==> src/rtl/pdc_pkg.sv <==
// Shared types for the strobe-timed power-down controller.
package pdc_pkg;
    typedef enum logic [1:0] {
        PS_ACTIVE  = 2'b00,
        PS_PARTIAL = 2'b01,
        PS_FULL    = 2'b10
    } pwr_state_t;
endpackage

==> src/rtl/pdc_edge_tracker.sv <==
// Counts rising serial-clock edges inside a strobe-low interval and classifies
// the strobe release by that count.
// Assumes sclk and strobe are synchronous to clk and slower than clk.
module pdc_edge_tracker #(
    parameter int CNT_W = 4,
    parameter int PD_LO = 3,
    parameter int PD_HI = 13
) (
    input  logic clk,
    input  logic rst_n,
    input  logic sclk,
    input  logic strobe,
    output logic rel_pd,
    output logic rel_norm
);
    localparam logic [CNT_W-1:0] CNT_MAX = '1;
    localparam logic [CNT_W-1:0] LO_V    = CNT_W'(PD_LO);
    localparam logic [CNT_W-1:0] HI_V    = CNT_W'(PD_HI);

    logic             sclk_q, strb_q;
    logic [CNT_W-1:0] cnt;
    logic             sclk_rise, strb_fall, strb_rise;

    assign sclk_rise = sclk & ~sclk_q;
    assign strb_fall = ~strobe & strb_q;
    assign strb_rise = strobe & ~strb_q;

    // Edge history and saturating edge count within a strobe-low interval.
    always_ff @(posedge clk) begin
        if (!rst_n) begin
            sclk_q <= 1'b0;
            strb_q <= 1'b1;
            cnt    <= '0;
        end else begin
            sclk_q <= sclk;
            strb_q <= strobe;
            if (strb_fall)
                cnt <= sclk_rise ? CNT_W'(1) : '0;
            else if (!strobe && sclk_rise && cnt != CNT_MAX)
                cnt <= cnt + 1'b1;
        end
    end

    // Release classification from the count held at the release.
    always_comb begin
        rel_pd   = strb_rise && (cnt >= LO_V) && (cnt <= HI_V);
        rel_norm = strb_rise && (cnt > HI_V);
    end
endmodule

==> src/rtl/pdc_power_fsm.sv <==
// Power-state sequencer: active, partial and full power-down.
// Assumes at most one release pulse per cycle. Select overrides releases.
module pdc_power_fsm
    import pdc_pkg::*;
(
    input  logic       clk,
    input  logic       rst_n,
    input  logic       sel_n,
    input  logic       rel_pd,
    input  logic       rel_norm,
    output pwr_state_t state,
    output logic       wake
);
    pwr_state_t nxt;
    logic       sel_q;

    // Next-state decode: select first, then release-driven moves.
    always_comb begin
        nxt = state;
        if (sel_n)
            nxt = PS_FULL;
        else if (sel_q && state == PS_FULL)
            nxt = PS_ACTIVE;
        else begin
            unique case (state)
                PS_ACTIVE:  if (rel_pd) nxt = PS_PARTIAL;
                PS_PARTIAL: if (rel_pd) nxt = PS_FULL;
                            else if (rel_norm) nxt = PS_ACTIVE;
                PS_FULL:    if (rel_norm) nxt = PS_ACTIVE;
                default:    nxt = PS_ACTIVE;
            endcase
        end
    end

    // Wake-up pulse marks leaving full power-down toward active.
    assign wake = (state == PS_FULL) && (nxt == PS_ACTIVE);

    // State and select history registers.
    always_ff @(posedge clk) begin
        if (!rst_n) begin
            state <= PS_ACTIVE;
            sel_q <= 1'b0;
        end else begin
            state <= nxt;
            sel_q <= sel_n;
        end
    end
endmodule

==> src/rtl/pdc_settle_timer.sv <==
// Reference settling timer. Load starts a SETTLE_CYC countdown and hold
// keeps it cleared. Reset starts a countdown. Assumes SETTLE_CYC >= 1.
module pdc_settle_timer #(
    parameter int SETTLE_CYC = 250000
) (
    input  logic clk,
    input  logic rst_n,
    input  logic load,
    input  logic hold,
    output logic done
);
    localparam int            TW     = $clog2(SETTLE_CYC + 1);
    localparam logic [TW-1:0] LOAD_V = TW'(SETTLE_CYC);

    logic [TW-1:0] cnt;

    // Countdown with load priority over hold.
    always_ff @(posedge clk) begin
        if (!rst_n)
            cnt <= LOAD_V;
        else if (load)
            cnt <= LOAD_V;
        else if (hold)
            cnt <= '0;
        else if (cnt != '0)
            cnt <= cnt - 1'b1;
    end

    assign done = (cnt == '0);
endmodule

==> src/rtl/pdc_strobe_power.sv <==
// Top of the strobe-timed power-down controller.
// Assumes all inputs are synchronous to clk.
module pdc_strobe_power
    import pdc_pkg::*;
#(
    parameter int CNT_W      = 4,
    parameter int PD_LO      = 3,
    parameter int PD_HI      = 13,
    parameter int SETTLE_CYC = 250000
) (
    input  logic       clk,
    input  logic       rst_n,
    input  logic       sclk,
    input  logic       strobe,
    input  logic       sel_n,
    input  logic       ref_int,
    output logic [1:0] pwr_state,
    output logic       ref_en,
    output logic       conv_ok
);
    logic       rel_pd, rel_norm, wake, settled;
    pwr_state_t state;

    pdc_edge_tracker #(.CNT_W(CNT_W), .PD_LO(PD_LO), .PD_HI(PD_HI)) i_edges (
        .clk(clk), .rst_n(rst_n), .sclk(sclk), .strobe(strobe),
        .rel_pd(rel_pd), .rel_norm(rel_norm)
    );

    pdc_power_fsm i_fsm (
        .clk(clk), .rst_n(rst_n), .sel_n(sel_n), .rel_pd(rel_pd),
        .rel_norm(rel_norm), .state(state), .wake(wake)
    );

    pdc_settle_timer #(.SETTLE_CYC(SETTLE_CYC)) i_settle (
        .clk(clk), .rst_n(rst_n), .load(wake), .hold(state == PS_FULL),
        .done(settled)
    );

    // Output decode from state and settling status.
    always_comb begin
        pwr_state = state;
        ref_en    = ref_int && (state != PS_FULL);
        conv_ok   = (state == PS_ACTIVE) && settled;
    end
endmodule

==> config.mk <==
export PLATFORM = sky130hd
export DESIGN_NAME = pdc_strobe_power
export DESIGN_NICKNAME = d
export VERILOG_FILES = /design/src/rtl/pdc_pkg.sv /design/src/rtl/pdc_edge_tracker.sv /design/src/rtl/pdc_power_fsm.sv /design/src/rtl/pdc_settle_timer.sv /design/src/rtl/pdc_strobe_power.sv
export SDC_FILE = /design/constraint.sdc
export NUM_CORES = 1
export LEC_CHECK = 0
export BUFFER_PORTS_ARGS = -buffer_cell sky130_fd_sc_hd__buf_2
export CAP_MARGIN = 25
export CORE_MARGIN = 2
export CORE_UTILIZATION = 40
export CTS_CLUSTER_DIAMETER = 50
export CTS_CLUSTER_SIZE = 40
export DETAILED_ROUTE_END_ITERATION = 6
export HOLD_SLACK_MARGIN = 0.1
export PLACE_DENSITY = 0.54
export SETUP_SLACK_MARGIN = 0.1
export SYNTH_ARGS = -nofsm -noshare
export SYNTH_HDL_FRONTEND = slang
export SYNTH_SLANG_ARGS = --single-unit
==> constraint.sdc <==
create_clock -name clk -period 2.4 [get_ports clk]
set_input_delay 0.24 -clock clk [delete_from_list [all_inputs] [get_ports clk]]
set_output_delay 0.24 -clock clk [all_outputs]
set_load 0.005 [all_outputs]
==> flow_summary.toml, run 1 <==
[synth]
yosys.cell_types.count = 49
post_synth_instance_area_sq_um = 1490
syn_nets = 187
syn-instance-count = 177
synth-edff-count = 0
syn_avg_cell_area_sq_um = 8.43
synth.ff_latch_count = 27
largest_area_contributor_in_the_synthesized_netlist = "dfxtp_1"
yosys_most_used_dff = "dfxtp_1"
yosys-top-cells-area = "dfxtp_1 (36%), a21oi_1 (3.7%), nor2_1 (3.5%), ha_1 (3.4%), mux2i_1 (3.4%)"
synth_top_area_share_pct = 36.2
postSynth.asyncResetShare_pct = 0
yosys_warnings = 0
seq_area_frac_synth_pct = 36.2

[sta]
setup_viol = 0
finClkSkew_ps = 5.97
final.setup.worst_slack_ps = 328
clock_period_minus_final_worst_setup_slack_ps = 2070
report.final.hold_viol_count = 0
final_period_util_pct = 86.3
tightest_slew_ps = 697
tns_ps = 0
grt_setup_unrepaired = "no"
fmaxAchievable_ghz = 0.483
timing.max_slew.rel_slack_pct = 53.3
timing.final.max_slew_violations = 0

[setup_path]
timing.reg2reg.worst_path_depth = 4
r2r_slack_ps = 330
critPathSlowestCell = "or4_1"
critical_path_class = "reg -> reg"
timing.critical_path.from_type = "register"
timing.critical_path.arrival_ps = 2290
worst-path-max-fanout = 6
critical_path_required_ps = 2610
critical_path_buf_inv_count = 0
critical_path.cell_chain = "or4_1 -> or4_4 -> or3_1 -> a21oi_1"
path_depth = 4
critical_path.top_delay_family = "simple AND/OR/NAND/NOR gates"
rr_endpoint = "i_settle.cnt[13]$_SDFFE_PP0N_"
cp_slowest_stage_delay_ps = 630
r2r_startpoint = "i_settle.cnt[5]$_SDFFE_PP0N_"
crit_path_end_kind = "register"
crit_path_start = "i_settle.cnt[5]$_SDFFE_PP0N_"

[routing]
detail_route.iter0.violations = 79
drt-vias-per-instance = 5.73
route.final.wire_length_mm = 3.53
detailroute.via_count = 1358
drc_errors = 0
wl_per_cell_um = 14.9
antenna_violating_nets_post_route = 0
detail_route.first_pass.iterations = 4

[placement]
port_buffer_cells = 9
globalplace.congestion = 0.831
dpl_cell_area_sq_um = 1580
pre_cts_slack_ps = 357
dp.final_hpwl_mm = 2.54

[cts]
tritoncts_clock_tree = "built"
max-clock-path-buffers = 2
cts_root_buffer = "clkbuf_8"
clkSlewWorstSetupHoldPaths_ps = 100
clkLatencyLatePin_ps = 280
cts.sinks = 27
cts_hold_buffers = 0
htree_num_levels = 1
total_cts_buffers = 3

[global_routing]
grt_max_degree = 17
global_route.usage.total_pct = 18.6
grt_first_pass_wirelength_mm = 6.12
antenna_violations_before_repair = 0
first_global_vias = 1280
globalRoute.totalOverflow = 0

[worst_hold_path]
worstHoldPathType = "in -> reg"
hold_start = "strobe"
min_to = "i_edges.strb_q$_SDFF_PN1_"
hold_path_depth = 2

[power]
power.total_mw = 0.958
cellPowerDensity_nw_per_um2 = 584
power.leakage_nw = 0.593
irDropWorstVdd_mv = 0.356

[finish]
most-common-layout-cells = "dfxtp_1 (27), nor2_1 (14), nand2_1 (12)"
layout_commonest_cell = "dfxtp_1"
design_area_sq_um = 1640
layout-area-overhead-vs-synth_pct = 9.98
nNetsFinal = 200
final_layout_size_suffix_gt1_share_pct = 14.8
antenna_cells_inserted = 0

[floorplan]
die_footprint_sq_um = 4230
initial_utilization_pct = 41.0
floorplan.die.width_um = 65.1
num_rows = 22
die_h_um = 65.1
floorplan.io_pins = 10
design.core.area_sq_um = 3630

[run]
drv.max_cap_violation_count = 0

[run_status]
run_status = "finished, final reports clean"
per-layer routing:
metal  part of all wire, %  track usage [%]
met5                     0                0
met4                   1.3             6.77
met3                   3.3             3.99
met2                    44             27.7
met1                    52             26.5
stage by stage:
| step | util (%) | hold WS (ps) | std cells |
|---|---|---|---|
| after floorplan | - | 341 | 177 |
| after global routing | 45.1 | 192 | 237 |
| after CTS | 44.9 | 175 | 237 |
| after global placement | 43.5 | 463 | 233 |
| after detailed placement | 43.5 | 477 | 233 |
| final | 45.1 | 187 | 237 |
synthesized netlist by cell type, types with 4 or more instances:
master / n
nor4_1: 6
or3_1: 7
inv_1: 9
nand2_1: 12
nor2_1: 14
nand3_1: 9
o21ai_0: 7
mux2i_1: 5
ha_1: 4
nand2b_1: 4
a21oi_1: 11
a211oi_1: 4
dfxtp_1: 27
or4_1: 5
nor3_1: 6
final cells by class:
| type | instances | area (sq um) |
|---|---|---|
| fill | 383 | 1990 |
| multi-input combinational | 136 | 882 |
| sequential | 27 | 541 |
| timing repair buffer | 13 | 75.1 |
| tap | 48 | 60.1 |
| clock buffer | 3 | 41.3 |
| inverter | 9 | 33.8 |
| clock inverter | 1 | 7.51 |
timing repair:
action | 4_1_cts | 5_1_grt
setup buffers | 0 | 0
endpoints found under the setup margin | 0 | 1
gates resized for setup | 0 | 2
worst max-delay path by stage:
stage / slack (ps) / to
finish: 330 / i_settle.cnt[13]$_SDFFE_PP0N_
global route: 170 / i_settle.cnt[15]$_SDFFE_PP1P_
CTS: 150 / conv_ok
detailed placement: 360 / i_settle.cnt[13]$_SDFFE_PP0N_
global placement: 390 / i_settle.cnt[13]$_SDFFE_PP0N_
floorplan: 430 / i_settle.cnt[13]$_SDFFE_PP0N_
flip-flops by register name, summed over array words and instances, names as in the netlist:
name / count
i_edges.cnt: 4
i_edges.sclk_q: 1
i_edges.strb_q: 1
i_fsm.sel_q: 1
i_fsm.state: 2
i_settle.cnt: 18
where the power goes:
part	total, mW	internal (mW)	switching, mW
sequential	0.516	0.479	0.0361
clock	0.270	0.118	0.152
combinational	0.172	0.0752	0.0968
logic make-up after synthesis:
| logic type | share of synthesized area (%) |
|---|---|
| flops | 36.2 |
| xor+xnor | 1.76 |
| compound gates | 18.0 |
| mux | 4.11 |
| fa+ha+maj | 3.36 |
| buf+inv | 5.28 |
| simple gates | 31.2 |
Power figures use the tool's default switching activity.
==> run 2: changes to the inputs <==
- PLACE_DENSITY: 0.54 -> default
- PLACE_DENSITY_LB_ADDON: default -> 0.2
==> run 2 against run 1 <==
Compared with the run above:
- sequential cell count unchanged
- non-clock buffer count stayed put
- critical endpoint unchanged
- routed wire length decreased by 6.0%
- final cell count stayed put
- critical path type unchanged
- clock skew is 4.6 ps higher
==> flow_summary.toml, run 2 (same netlist as run 1, synthesis figures left out) <==
[run_status]
run_status = "finished, final reports clean"

[cts]
cts.sinks = 27
cts-resized-gates = 0
max-clock-path-buffers = 2
clkSlewWorstSetupHoldPaths_ps = 100
cts_hold_buffers = 0
clkLatencyLatePin_ps = 280
htree_num_levels = 1
cts_root_buffer = "clkbuf_8"
tritoncts_clock_tree = "built"
total_cts_buffers = 3
post_cts.repair.setup_buffers = 0

[floorplan]
die_h_um = 65.1
floorplan.die.width_um = 65.1
floorplan.io_pins = 10
initial_utilization_pct = 41.0
num_rows = 22
design.core.area_sq_um = 3630
die_footprint_sq_um = 4230

[routing]
drt-vias-per-instance = 5.60
detail_route.first_pass.iterations = 4
detail_route.iter0.violations = 70
detailroute.via_count = 1328
wl_per_cell_um = 14.0
antenna_violating_nets_post_route = 0
drc_errors = 0
route.final.wire_length_mm = 3.32

[sta]
setup_viol = 0
final_period_util_pct = 87.1
timing.final.max_slew_violations = 0
timing.max_slew.rel_slack_pct = 61.0
finClkSkew_ps = 10.6
fmaxAchievable_ghz = 0.478
report.final.hold_viol_count = 0
tightest_slew_ps = 583
clock_period_minus_final_worst_setup_slack_ps = 2090
final.setup.worst_slack_ps = 309
grt_setup_unrepaired = "no"
tns_ps = 0

[setup_path]
crit_path_end_kind = "register"
timing.critical_path.from_type = "register"
critPathSlowestCell = "or4_1"
timing.critical_path.arrival_ps = 2310
critical_path_required_ps = 2610
critical_path.cell_chain = "or4_1 -> or4_4 -> or3_1 -> a21oi_1"
worst-path-max-fanout = 6
cp_slowest_stage_delay_ps = 650
critical_path_class = "reg -> reg"

[placement]
port_buffer_cells = 9
pre_cts_slack_ps = 333
dp.final_hpwl_mm = 2.48
globalplace.congestion = 0.814

[finish]
final_layout_size_suffix_gt1_share_pct = 14.3
layout_commonest_cell = "dfxtp_1"
layout-area-overhead-vs-synth_pct = 9.48
biggestRegsByFlops = "i_settle.cnt: 18 flops, i_edges.cnt: 4 flops, i_fsm.state: 2 flops"
nFillCells = 384
antenna_cells_inserted = 0
largest_reg_flops = 18
max_flop_register = "i_settle.cnt"
nNetsFinal = 200
most-common-layout-cells = "dfxtp_1 (27), nor2_1 (14), nand2_1 (12)"
seq_area_sq_um = 541
multi_input_area_sq_um = 877

[power]
cellPowerDensity_nw_per_um2 = 578
power.leakage_nw = 0.594
irDropWorstVdd_mv = 0.388

[global_routing]
first_global_vias = 1299
grt_max_degree = 16
global_route.usage.total_pct = 17.9
globalRoute.totalOverflow = 0
grt_first_pass_wirelength_mm = 5.94
antenna_violations_before_repair = 0

[worst_hold_path]
worstHoldPathType = "in -> reg"

[run]
drv.max_cap_violation_count = 0
[run 2: changes by cell type in the layout (fill, tap and decap cells not counted), sizes merged]
cell      before  now
clkinvlp       1    0
clkinv         0    1
[run 2: critical path: cells and delay by family (launching register included)]
family,cells,cell delay [ps]
AND/OR/NAND/NOR,3,1530
AO/OA/AOI/OAI,1,150
flip-flops,1,350
[run 2: routing by layer]
layer  GRT usage (%)  vias to the layer above  wire length (um)
li1                -                      685                 -
met1            21.8                      624              1550
met2            31.7                       15              1660
met3            4.17                        4                71
met4            4.69                        0                38
met5               0                        -                 0
[run 2: through the flow]
stage	cell area (sq um)	cells	power, mW	util, %	hold slack (ps)
2_1_floorplan	1490	177	0.645	-	341
4_1_cts	1630	237	0.954	44.8	184
3_3_place_gp	1580	233	0.684	43.5	465
5_1_grt	1630	237	1.00	44.9	192
3_5_place_dp	1580	233	0.690	43.5	474
6_report	1630	237	0.944	44.9	188
[run 2: final cells by class]
type	count	area share, %
tap	48	3.68
clock inverter	1	0.307
sequential	27	33.1
inverter	9	2.07
timing repair buffer	13	4.60
clock buffer	3	2.53
multi-input combinational	136	53.7
[run 2: power by group]
group          leakage [nW]  total [mW]  switching [mW]  internal, mW
clock                0.0255       0.261           0.145         0.117
combinational         0.347       0.169          0.0949        0.0739
sequential            0.222       0.514          0.0344         0.479
[run 2: worst paths after layout]
| path | slack, ps | start | to | cells after the start |
|---|---|---|---|---|
| setup / recovery | 310 | i_settle.cnt[5]$_SDFFE_PP0N_ | i_settle.cnt[13]$_SDFFE_PP0N_ | 4 |
| hold / removal | 190 | strobe | i_edges.strb_q$_SDFF_PN1_ | 2 |
| setup reg to reg | 310 | i_settle.cnt[5]$_SDFFE_PP0N_ | i_settle.cnt[13]$_SDFFE_PP0N_ | 4 |
| hold reg to reg | 510 | i_settle.cnt[11]$_SDFFE_PP0N_ | i_settle.cnt[11]$_SDFFE_PP0N_ | 2 |
==> run 3: changes to the inputs <==
- PLACE_DENSITY: default -> 0.55
- PLACE_DENSITY_LB_ADDON: 0.2 -> default
==> run 3 against run 2 <==
Compared with the run above:
- sequential power about the same
- routed wire length decreased by 1.1%
- combinational power hardly changed
- non-clock buffer count up 1
==> flow_summary.toml, run 3 (same netlist as run 1, synthesis figures left out) <==
[global_routing]
global_route.usage.total_pct = 17.4
grt_max_degree = 17
grt_first_pass_wirelength_mm = 5.73
first_global_vias = 1221
globalRoute.totalOverflow = 0
antenna_violations_before_repair = 0

[sta]
fmaxAchievable_ghz = 0.475
grt_setup_unrepaired = "no"
timing.final.max_slew_violations = 0
final_period_util_pct = 87.7
timing.max_slew.rel_slack_pct = 63.0
finClkSkew_ps = 2.91
tightest_slew_ps = 541
tns_ps = 0
final.setup.worst_slack_ps = 295
setup_viol = 0
clock_period_minus_final_worst_setup_slack_ps = 2110
report.final.hold_viol_count = 0

[power]
cellPowerDensity_nw_per_um2 = 580
power.leakage_nw = 0.596
irDropWorstVdd_mv = 0.271

[setup_path]
rr_endpoint = "i_settle.cnt[7]$_SDFFE_PP1P_"
crit_path_end_kind = "primary output"
critical_path_buf_inv_count = 2
critPathSlowestCell = "dfxtp_1"
critical_path_class = "reg -> out"
r2r_startpoint = "i_settle.cnt[0]$_SDFFE_PP0N_"
crit_path_start = "i_settle.cnt[0]$_SDFFE_PP0N_"
critical_path.top_delay_family = "simple AND/OR/NAND/NOR gates"
timing.reg2reg.worst_path_depth = 4
timing.critical_path.from_type = "register"
timing.critical_path.arrival_ps = 1870
critical_path_required_ps = 2160
cp_slowest_stage_delay_ps = 340
worst-path-max-fanout = 10
critical_path.cell_chain = "inv_1 -> ha_1 -> nor3b_1 -> nand3_2 -> nor4_1 -> buf_2"
r2r_slack_ps = 320

[floorplan]
die_footprint_sq_um = 4230
design.core.area_sq_um = 3630
floorplan.io_pins = 10
die_h_um = 65.1
num_rows = 22
floorplan.die.width_um = 65.1
initial_utilization_pct = 41.0

[finish]
layout-area-overhead-vs-synth_pct = 10.2
max_flop_register = "i_settle.cnt"
nNetsFinal = 201
most-common-layout-cells = "dfxtp_1 (27), nor2_1 (14), nand2_1 (12)"
largest_reg_flops = 18
layout_commonest_cell = "dfxtp_1"
biggestRegsByFlops = "i_settle.cnt: 18 flops, i_edges.cnt: 4 flops, i_fsm.state: 2 flops"
antenna_cells_inserted = 0
final_layout_size_suffix_gt1_share_pct = 14.7

[routing]
drc_errors = 0
wl_per_cell_um = 13.8
antenna_violating_nets_post_route = 0
drt-vias-per-instance = 5.81
detail_route.iter0.violations = 74
detailroute.via_count = 1382
route.final.wire_length_mm = 3.28
detail_route.first_pass.iterations = 4

[run_status]
run_status = "finished, final reports clean"

[cts]
cts-resized-gates = 0
cts.sinks = 27
htree_num_levels = 1
clkSlewWorstSetupHoldPaths_ps = 100
cts_hold_buffers = 0
clkLatencyLatePin_ps = 280
cts_root_buffer = "clkbuf_8"
tritoncts_clock_tree = "built"
max-clock-path-buffers = 2
total_cts_buffers = 3
post_cts.repair.setup_buffers = 0

[placement]
dp.final_hpwl_mm = 2.50
globalplace.congestion = 0.806
port_buffer_cells = 9
pre_cts_slack_ps = 335

[worst_hold_path]
hold_start = "strobe"
worstHoldPathType = "in -> reg"
hold_path_depth = 2
min_to = "i_edges.strb_q$_SDFF_PN1_"

[run]
drv.max_cap_violation_count = 0
-- run 3: final cells by class --
cell class	count	area, sq um
Clock buffer	3	41.3
Clock inverter	1	7.51
Fill cell	368	1990
Inverter	9	33.8
Multi-Input combinational cell	136	877
Sequential cell	27	541
Tap cell	48	60.1
Timing Repair Buffer	14	82.6
-- run 3: worst reg2reg max path, delay by kind of cell, from the launching register on --
family	cells	cell delay [ps]
simple gates	3	1280
compound gates	1	350
flops	1	340
-- run 3: per-stage QoR --
step | cells | power (mW) | hold WS (ps) | cell area [sq um] | utilization (%)
3_5_place_dp | 234 | 0.691 | 468 | 1590 | 43.7
2_1_floorplan | 177 | 0.645 | 341 | 1490 | -
3_3_place_gp | 234 | 0.686 | 460 | 1590 | 43.7
5_1_grt | 238 | 1.01 | 192 | 1640 | 45.2
6_report | 238 | 0.952 | 177 | 1640 | 45.2
4_1_cts | 238 | 0.965 | 169 | 1640 | 45.1
-- run 3: power breakdown --
part	switching [mW]	total (mW)	internal, mW
logic	0.0932	0.169	0.0754
clock network	0.151	0.269	0.118
registers	0.0349	0.514	0.479
-- run 3: how the worst max path moves through the flow --
stage / to / slack (ps) / depth (start not counted)
final: conv_ok / 290 / 6
after global routing: conv_ok / 130 / 6
after CTS: conv_ok / 240 / 6
after detailed placement: i_settle.cnt[7]$_SDFFE_PP1P_ / 330 / 4
after global placement: i_settle.cnt[7]$_SDFFE_PP1P_ / 370 / 4
after floorplan: i_settle.cnt[13]$_SDFFE_PP0N_ / 430 / 5
-- run 3: metal layers --
metal / GRT usage [%] / up-vias / share of wire [%]
met5: 0 / - / 0
met4: 7.55 / 0 / 1.6
met3: 2.60 / 5 / 4.1
met2: 26.3 / 37 / 42
met1: 24.4 / 650 / 52
li1: - / 690 / -
